<file path="config.mk">
export PLATFORM = sky130hd
export DESIGN_NAME = rxdesc_ring
export DESIGN_NICKNAME = d
export VERILOG_FILES = /design/src/rtl/rxdesc_pkg.sv /design/src/rtl/rxdesc_ram.sv /design/src/rtl/rxdesc_ctrl.sv /design/src/rtl/rxdesc_ring.sv
export SDC_FILE = /design/constraint.sdc
export NUM_CORES = 1
export LEC_CHECK = 0
export ABC_AREA = 1
export CORE_AREA = 2 2 211 265
export DETAILED_ROUTE_END_ITERATION = 6
export DIE_AREA = 0 0 213 267
export PLACE_DENSITY = 0.5
export SYNTH_ARGS = -nofsm -noshare
export SYNTH_HDL_FRONTEND = slang
export SYNTH_SLANG_ARGS = --single-unit
</file>
<file path="constraint.sdc">
create_clock -name clk -period 4.8 [get_ports clk]
set_input_delay 0.96 -clock clk [delete_from_list [all_inputs] [get_ports clk]]
set_output_delay 0.96 -clock clk [all_outputs]
set_load 0.05 [all_outputs]
</file>
<file path="src/rtl/rxdesc_pkg.sv">
package rxdesc_pkg;

  // packed so that bit0 = empty, bit1 = wrap, bit2 = last, bit3 = err
  typedef struct packed {
    logic err;
    logic last;
    logic wrap;
    logic empty;
  } desc_flags_t;

  function automatic desc_flags_t armed_flags(input logic wrap_bit);
    desc_flags_t f;
    f.err   = 1'b0;
    f.last  = 1'b0;
    f.wrap  = wrap_bit;
    f.empty = 1'b1;
    return f;
  endfunction

endpackage

</file>
<file path="src/rtl/rxdesc_ram.sv">
module rxdesc_ram #(
  parameter int WIDTH = 16,
  parameter int DEPTH = 8,
  localparam int AW = $clog2(DEPTH)
) (
  input  logic             clk,
  input  logic             we_a,
  input  logic [AW-1:0]    addr_a,
  input  logic [WIDTH-1:0] din_a,
  input  logic             we_b,
  input  logic [AW-1:0]    addr_b,
  input  logic [WIDTH-1:0] din_b,
  input  logic [AW-1:0]    raddr,
  output logic [WIDTH-1:0] dout
);

  logic [WIDTH-1:0] mem [DEPTH];

  // port b is written last, so it wins on an address clash
  always_ff @(posedge clk) begin
    if (we_a) mem[addr_a] <= din_a;
    if (we_b) mem[addr_b] <= din_b;
    dout <= mem[raddr];
  end

endmodule

</file>
<file path="src/rtl/rxdesc_ctrl.sv">
module rxdesc_ctrl
  import rxdesc_pkg::*;
#(
  parameter int NUM_DESC = 8,
  parameter int LEN_W    = 16,
  parameter int MAX_LEN  = 1518,
  parameter int RUNT_MAX = 14,
  localparam int IDX_W = $clog2(NUM_DESC)
) (
  input  logic             clk,
  input  logic             rst,
  input  logic             frm_valid,
  input  logic [LEN_W-1:0] frm_len,
  input  logic             frm_err,
  input  logic             host_ret,
  input  logic [IDX_W-1:0] host_ret_idx,
  input  logic             host_ret_wrap,
  input  logic [IDX_W-1:0] host_rd_idx,
  output logic             fill_we,
  output logic [IDX_W-1:0] fill_idx,
  output desc_flags_t      rd_flags,
  output logic             frame_done,
  output logic [IDX_W-1:0] done_idx,
  output logic [IDX_W-1:0] cur_idx,
  output logic             rx_active,
  output logic             overrun
);

  localparam logic [IDX_W-1:0] LAST_IDX = IDX_W'(NUM_DESC - 1);

  desc_flags_t      flags [NUM_DESC];
  desc_flags_t      cur_flags;
  logic [IDX_W-1:0] cur_q;
  logic [IDX_W-1:0] next_idx;
  logic             accept;
  logic             drop;
  logic             bad;

  assign cur_flags = flags[cur_q];
  assign accept    = frm_valid && rx_active && cur_flags.empty;
  assign drop      = frm_valid && !accept;
  assign bad       = frm_err || (frm_len > LEN_W'(MAX_LEN)) ||
                     (frm_len <= LEN_W'(RUNT_MAX));

  always_comb begin
    if (cur_flags.wrap || cur_q == LAST_IDX) next_idx = '0;
    else                                     next_idx = cur_q + 1'b1;
  end

  assign fill_we  = accept;
  assign fill_idx = cur_q;
  assign cur_idx  = cur_q;

  always_ff @(posedge clk) begin
    if (rst) begin
      for (int i = 0; i < NUM_DESC; i++)
        flags[i] <= armed_flags(i == NUM_DESC - 1);
      cur_q      <= '0;
      rx_active  <= 1'b1;
      overrun    <= 1'b0;
      frame_done <= 1'b0;
      done_idx   <= '0;
      rd_flags   <= '0;
    end else begin
      frame_done <= accept;
      rd_flags   <= flags[host_rd_idx];
      if (drop) begin
        overrun   <= 1'b1;
        rx_active <= 1'b0;
      end
      if (host_ret) begin
        rx_active           <= 1'b1;
        flags[host_ret_idx] <= armed_flags(host_ret_wrap || host_ret_idx == LAST_IDX);
      end
      if (accept) begin
        flags[cur_q] <= '{err: bad, last: 1'b1, wrap: cur_flags.wrap, empty: 1'b0};
        done_idx     <= cur_q;
        cur_q        <= next_idx;
      end
    end
  end

endmodule

</file>
<file path="src/rtl/rxdesc_ring.sv">
module rxdesc_ring
  import rxdesc_pkg::*;
#(
  parameter int NUM_DESC = 8,
  parameter int LEN_W    = 16,
  parameter int PTR_W    = 32,
  parameter int MAX_LEN  = 1518,
  parameter int RUNT_MAX = 14,
  localparam int IDX_W = $clog2(NUM_DESC)
) (
  input  logic             clk,
  input  logic             rst,
  input  logic             frm_valid,
  input  logic [LEN_W-1:0] frm_len,
  input  logic             frm_err,
  input  logic             host_ret,
  input  logic [IDX_W-1:0] host_ret_idx,
  input  logic             host_ret_wrap,
  input  logic             host_ptr_we,
  input  logic [IDX_W-1:0] host_ptr_idx,
  input  logic [PTR_W-1:0] host_ptr_data,
  input  logic [IDX_W-1:0] host_rd_idx,
  output logic [3:0]       rd_status,
  output logic [LEN_W-1:0] rd_len,
  output logic [PTR_W-1:0] rd_ptr,
  output logic             frame_done,
  output logic [IDX_W-1:0] done_idx,
  output logic [IDX_W-1:0] cur_idx,
  output logic             rx_active,
  output logic             overrun
);

  logic             fill_we;
  logic [IDX_W-1:0] fill_idx;
  desc_flags_t      rd_flags;

  rxdesc_ctrl #(
    .NUM_DESC(NUM_DESC), .LEN_W(LEN_W), .MAX_LEN(MAX_LEN), .RUNT_MAX(RUNT_MAX)
  ) u_ctrl (
    .clk(clk), .rst(rst),
    .frm_valid(frm_valid), .frm_len(frm_len), .frm_err(frm_err),
    .host_ret(host_ret), .host_ret_idx(host_ret_idx), .host_ret_wrap(host_ret_wrap),
    .host_rd_idx(host_rd_idx),
    .fill_we(fill_we), .fill_idx(fill_idx), .rd_flags(rd_flags),
    .frame_done(frame_done), .done_idx(done_idx), .cur_idx(cur_idx),
    .rx_active(rx_active), .overrun(overrun)
  );

  // lengths: host return zeroes (port a), engine fill overrides (port b)
  rxdesc_ram #(.WIDTH(LEN_W), .DEPTH(NUM_DESC)) u_len_ram (
    .clk(clk),
    .we_a(host_ret), .addr_a(host_ret_idx), .din_a('0),
    .we_b(fill_we), .addr_b(fill_idx), .din_b(frm_len),
    .raddr(host_rd_idx), .dout(rd_len)
  );

  rxdesc_ram #(.WIDTH(PTR_W), .DEPTH(NUM_DESC)) u_ptr_ram (
    .clk(clk),
    .we_a(host_ptr_we), .addr_a(host_ptr_idx), .din_a(host_ptr_data),
    .we_b(1'b0), .addr_b('0), .din_b('0),
    .raddr(host_rd_idx), .dout(rd_ptr)
  );

  assign rd_status = rd_flags;

endmodule

</file>
==> Word-level counts from Yosys, hierarchy flattened <==
Memory sizes are Yosys's and may differ from the RTL's. A register that Yosys moved wholly into a read port is not among the register bits.
Index checks and enable logic that the tools add are counted.
{ "op_classes": {"add_sub_neg": 1, "n_lt_le_gt_ge": 2, "n_eq_ne": 2, "n_mux": 21, "n_reduce_logical": 11} }
{ "op_table": {"columns": ["op", "n"], "rows": [
  ["$gt A16 B11 Y1 const B", 1],
  ["$le A16 B4 Y1 const B", 1],
  ["$mux W3", 5],
  ["$mux W1", 14],
  ["$mux W4", 2],
  ["$reduce_or A4 Y1", 2],
  ["$eq A3 B3 Y1 const B", 2],
  ["$logic_or A1 B1 Y1", 4],
  ["$add A3 B1 Y3 const B", 1],
  ["$logic_and A1 B1 Y1", 3],
  ["$reduce_or A2 Y1", 1],
  ["$logic_not A1 Y1", 1]
]} }
{ "word_totals": {"regBits": 9, "ram_bits": 416, "inputBits": 64, "output_inout_bits": 61, "wordCells": 45, "mem_count": 3} }
{ "mem_list": {"columns": ["memory", "words", "width", "read_ports", "rd_ports_with_merged_regs", "wr", "line", "rtl"], "rows": [
  ["u_ptr_ram.mem", 8, 32, 1, 1, 1, "rxdesc_ram.sv:17", "logic [WIDTH-1:0] mem [DEPTH];"],
  ["u_len_ram.mem", 8, 16, 1, 1, 2, "rxdesc_ram.sv:17", null],
  ["u_ctrl.flags", 8, 4, 2, 2, 8, "rxdesc_ctrl.sv:31", "desc_flags_t flags [NUM_DESC];"]
]} }

==> Longest topological paths before layout <==
{ "logic_depth": {"ltp_word": 7, "ltp_mapped": 12, "mapped_depth_nobuf": 10} }

==> Hierarchy <==
Synthesis repeated with hierarchy kept, for this count alone.
{ "unflattened": {"cells_unflattened": 3064, "area_unflattened_um2": 24815.0} }
{ "modules_own_cells": {"columns": ["mod", "instances", "cells_each", "area_per_inst_um2"], "rows": [
  ["rxdesc_ram at u_ptr_ram", 1, 1807, 14890.5],
  ["rxdesc_ram at u_len_ram", 1, 918, 7372.1],
  ["rxdesc_ctrl", 1, 338, 2548.7],
  ["rxdesc_ring", 1, 1, 3.8]
]} }

==> Worst setup path after synthesis <==
No wires, ideal clock.
{ "synth_timing": {"path_type": "input to register", "start": "in host_ptr_idx[0]", "end": "mem u_ptr_ram.mem[0][0] (netlist name) (enable)", "setup_time_ns": 0.421, "arrival_time_ns": 2.456, "setup_slack_ns": 1.923, "stages": 3, "cell_sequence": "inv_1 nand2_1 nor2_1"} }
{ "synth_lines": {"columns": ["item", "line", "rtl"], "rows": [
  ["start: declaration", "rxdesc_ring.sv:20", "input logic [IDX_W-1:0] host_ptr_idx,"],
  ["end: declaration", "rxdesc_ram.sv:17", null]
]} }
Straight into the memory's write port.

==> Worst setup path after layout <==
{ "layout_timing": {"start": "reg u_ctrl.cur_q[1], in the netlist u_ctrl.cur_idx[1]", "end": "out cur_idx[1]"} }
{ "layout_lines": {"columns": ["item", "line", "rtl"], "rows": [
  ["start: declaration", "rxdesc_ctrl.sv:33", "logic [IDX_W-1:0] cur_q;"],
  ["start signal: assignment", "rxdesc_ctrl.sv:78", "cur_q <= next_idx;"],
  ["end: declaration", "rxdesc_ring.sv:28", "output logic [IDX_W-1:0] cur_idx,"]
]} }
No word-level cell between the ends.

==> results.sh <==
export IMPL_cts_tree="built"
export IMPL_cp_end_kind="primary output"
export IMPL_core_mm2=0.0544
export IMPL_worstHoldPathCells=2
export IMPL_nets=1820
export IMPL_r2r_cells=9
export IMPL_place_congestion=0.760
export IMPL_antenna_cells=0
export IMPL_fin_skew_ns=0.0176
export IMPL_rrSetupSlack_ns=2.00
export IMPL_grt_max_degree=135
export IMPL_holdWs_ns=0.447
export IMPL_cts_path_max_buffers=3
export IMPL_avgSynthCellArea_um2=11.4
export IMPL_fillers=5247
export IMPL_pin_count=125
export IMPL_startpoint_type="flip-flop"
export IMPL_tightestPinTransition_ns=1.10
export IMPL_vias=12427
export IMPL_leakage_uw=0.00785
export IMPL_synth_xor_area_frac=0
export IMPL_clkLatencyLatePin_ns=0.59
export IMPL_maxCapViolCount=0
export IMPL_holdCritStartpoint="u_ctrl.flags[3][2]$_SDFFE_PP1P_"
export IMPL_post_cts_setup_buffer_count=0
export IMPL_p_sw_uw=2460
export IMPL_drt_iter0_drc=685
export IMPL_synth_top_family_by_area="simple AND/OR/NAND/NOR gates"
export IMPL_critical_path_slowest_cell="clkdlybuf4s50_1"
export IMPL_ys_seq_area_frac=0.724
export IMPL_layout_drive_gt1_share=0.0687
export IMPL_dieArea_mm2=0.0569
export IMPL_swShare=0.255
export IMPL_hpwl_um=28500
export IMPL_synthMuxAreaShare=0
export IMPL_remaining_drc_errors=0
export IMPL_power_density_mw_per_mm2=433
export IMPL_clk_pin_slew_ns=0.06
export IMPL_ys_warnings_count=0
export IMPL_ctsHoldBuffers=0
export IMPL_syn_inst=1653
export IMPL_outcome="completed"
export IMPL_rr_endpoint="u_len_ram.mem[3][9]$_SDFFCE_PN0P_"
export IMPL_period_share=0.623
export IMPL_htreeDepth=2
export IMPL_viasPerCell=4.92
export IMPL_synth_top_area_frac=0.638
export IMPL_clockPowerShare=0.384
export IMPL_gr_total_overflow=0
export IMPL_finalSetupTns_ns=0
export IMPL_placementRows=96
export IMPL_cts_resized=0
export IMPL_synth_compound_area_frac=0.0989
export IMPL_grt_pass1_vias=12536
export IMPL_cpLargestDelayFamily="buffers and inverters"
export IMPL_hold_path_class="reg2reg"
export IMPL_cp_num_buf_inv=1
export IMPL_start_util=0.346
export IMPL_fp_dieW_um=213
export IMPL_instances_no_fill=2525
export IMPL_synth_simple_area_share=0.138
export IMPL_firstDrtPassIters=5
export IMPL_grt_pass1_wl_um=73400
export IMPL_power_frac_seq=0.502
export IMPL_totalWireLength_um=47900
export IMPL_synthAdderAreaFrac=0.00133
export IMPL_critPathMaxStageDelay_ns=0.89
export IMPL_synth_area_mm2=0.0188
export IMPL_slew_headroom=0.266
export IMPL_hold_end="u_ctrl.flags[3][2]$_SDFFE_PP1P_"
export IMPL_ys_ff_latch=480
export IMPL_die_h_um=267
export IMPL_numPortBuffers=124
export IMPL_hold_viol_final=0
export IMPL_area_growth_pct=18.7
export IMPL_mostFrequentLayoutCell="edfxtp_1"
export IMPL_multi_input_comb_area_mm2=0.00455
export IMPL_maxSlewViolCount=0
export IMPL_synth_area_leader_cell="edfxtp_1"
export IMPL_regArea_mm2=0.0136
export IMPL_worstPathArrival_ns=2.03
export IMPL_antenna_left=0
export IMPL_pwr_share_comb=0.114
export IMPL_max_freq_mhz=334
export IMPL_syn_nets=1719
export IMPL_synthTopCellsByArea="edfxtp_1 64%, dfxtp_1 8.5%, nor2_1 7.5%"
export IMPL_antenna_found_initial=1
export IMPL_worstSetupPathType="reg2out"
export IMPL_required_ns=3.84
export IMPL_root_buffer="clkbuf_16"
export IMPL_ir_drop_mv=0.267
export IMPL_setup_viol=0
export IMPL_grt_use_total=0.170
export IMPL_numCtsBuffers=48
export IMPL_cts_sink_count=480
export IMPL_mostFrequentLayoutCells="400 x edfxtp_1, 368 x nor2_1, 227 x o21ai_0"
export IMPL_wire_per_inst_um=19.0
export IMPL_post_place_cells=2439
export IMPL_crit_path_max_fanout=9
export IMPL_worstPathCellList="clkdlybuf4s50_1"
export IMPL_rsz0062_at_grt="false"
export IMPL_synth_cell_types=30
export IMPL_power_internal_uw=7200
export IMPL_fin_crit_ns=2.99
worst reg2reg max path, stage by stage, from the launching register on:
cell,delay [ns]
dfxtp_1,0.54
clkinv_4,0.15
nand2_1,0.08
nand3_1,0.06
nand3_1,0.09
nand2_1,0.12
nand2_4,0.16
inv_6,0.11
nand2_2,0.40
nand2_1,0.63
sequential cells by signal (all words and copies together), names as in the netlist, named ones only:
register / flops
u_ctrl.cur_idx: 3
u_len_ram.mem: 128
u_ctrl.done_idx: 3
u_ctrl.rd_flags: 4
u_ptr_ram.mem: 256
u_ctrl.rx_active: 1
u_ctrl.flags: 32
u_ctrl.overrun: 1
u_ptr_ram.dout: 32
u_len_ram.dout: 16
u_ctrl.frame_done: 1
cell families after synthesis:
group / Yosys count
AO/OA/AOI/OAI: 346
AND/OR/NAND/NOR: 656
adder cells (fa/ha/maj): 2
buffers and inverters: 169
flip-flops: 480
metal layers:
| metal | up-vias | routed length [µm] | GRT usage |
|---|---|---|---|
| met5 | - | 13 | 0 |
| met2 | 250 | 25200 | 0.309 |
| met4 | 2 | 1130 | 0.0531 |
| met1 | 6134 | 19800 | 0.202 |
| met3 | 87 | 1860 | 0.0299 |
| li1 | 5954 | - | - |
synthesized netlist by cell type (all sizes together):
cell	instances
o22ai	97
inv	66
nand2	224
nand4	2
clkinv	11
a21oi	13
nor3	15
or2	1
nor2	385
clkbuf	61
edfxtp	400
o211ai	1
nand3	29
o21ai	231
ha	2
a31oi	4
dfxtp	80
buf	31
how the worst max path moves through the flow:
stage / startpoint / depth (start not counted) / to
detailed placement: frm_valid / 7 / u_len_ram.mem[3][12]$_SDFFCE_PN0P_
finish: u_ctrl.cur_idx[1]$_SDFFE_PP0P_ / 1 / cur_idx[1]
CTS: u_ctrl.cur_idx[1]$_SDFFE_PP0P_ / 1 / cur_idx[1]
floorplan: host_ptr_idx[0] / 3 / u_ptr_ram.mem[0][0]$_DFFE_PP_
global route: u_ctrl.cur_idx[1]$_SDFFE_PP0P_ / 1 / cur_idx[1]
global placement: frm_valid / 7 / u_len_ram.mem[3][10]$_SDFFCE_PN0P_
power by group through the flow:
stage               Combinational, µW  Clock (µW)  Sequential [µW]
finish                           1100        3710             4850
floorplan                         520           0             5120
detailed placement               1110           0             4940
CTS                              1120        3810             4850
global route                     1210        3960             4870
global placement                 1110           0             4940
stage by stage:
step / util / power [µW] / instance area [µm²] / setup WS [ns]
floorplan: - / 5640 / 18800 / 1.92
global placement: 0.382 / 6050 / 20800 / 1.47
detailed placement: 0.382 / 6060 / 20800 / 1.43
CTS: 0.410 / 9780 / 22300 / 1.76
global route: 0.410 / 10000 / 22300 / 1.71
finish: 0.410 / 9660 / 22300 / 1.81
final cells by class:
cell class / instances / share of cell area
clock buffers: 67 / 0.0602
clock inverters: 19 / 0.00902
inverters: 77 / 0.0136
multi-input cells: 1004 / 0.204
flip-flops and latches: 480 / 0.610
well taps: 735 / 0.0412
repair buffers: 143 / 0.0628
No activity file was read; power rests on OpenSTA's default activity.
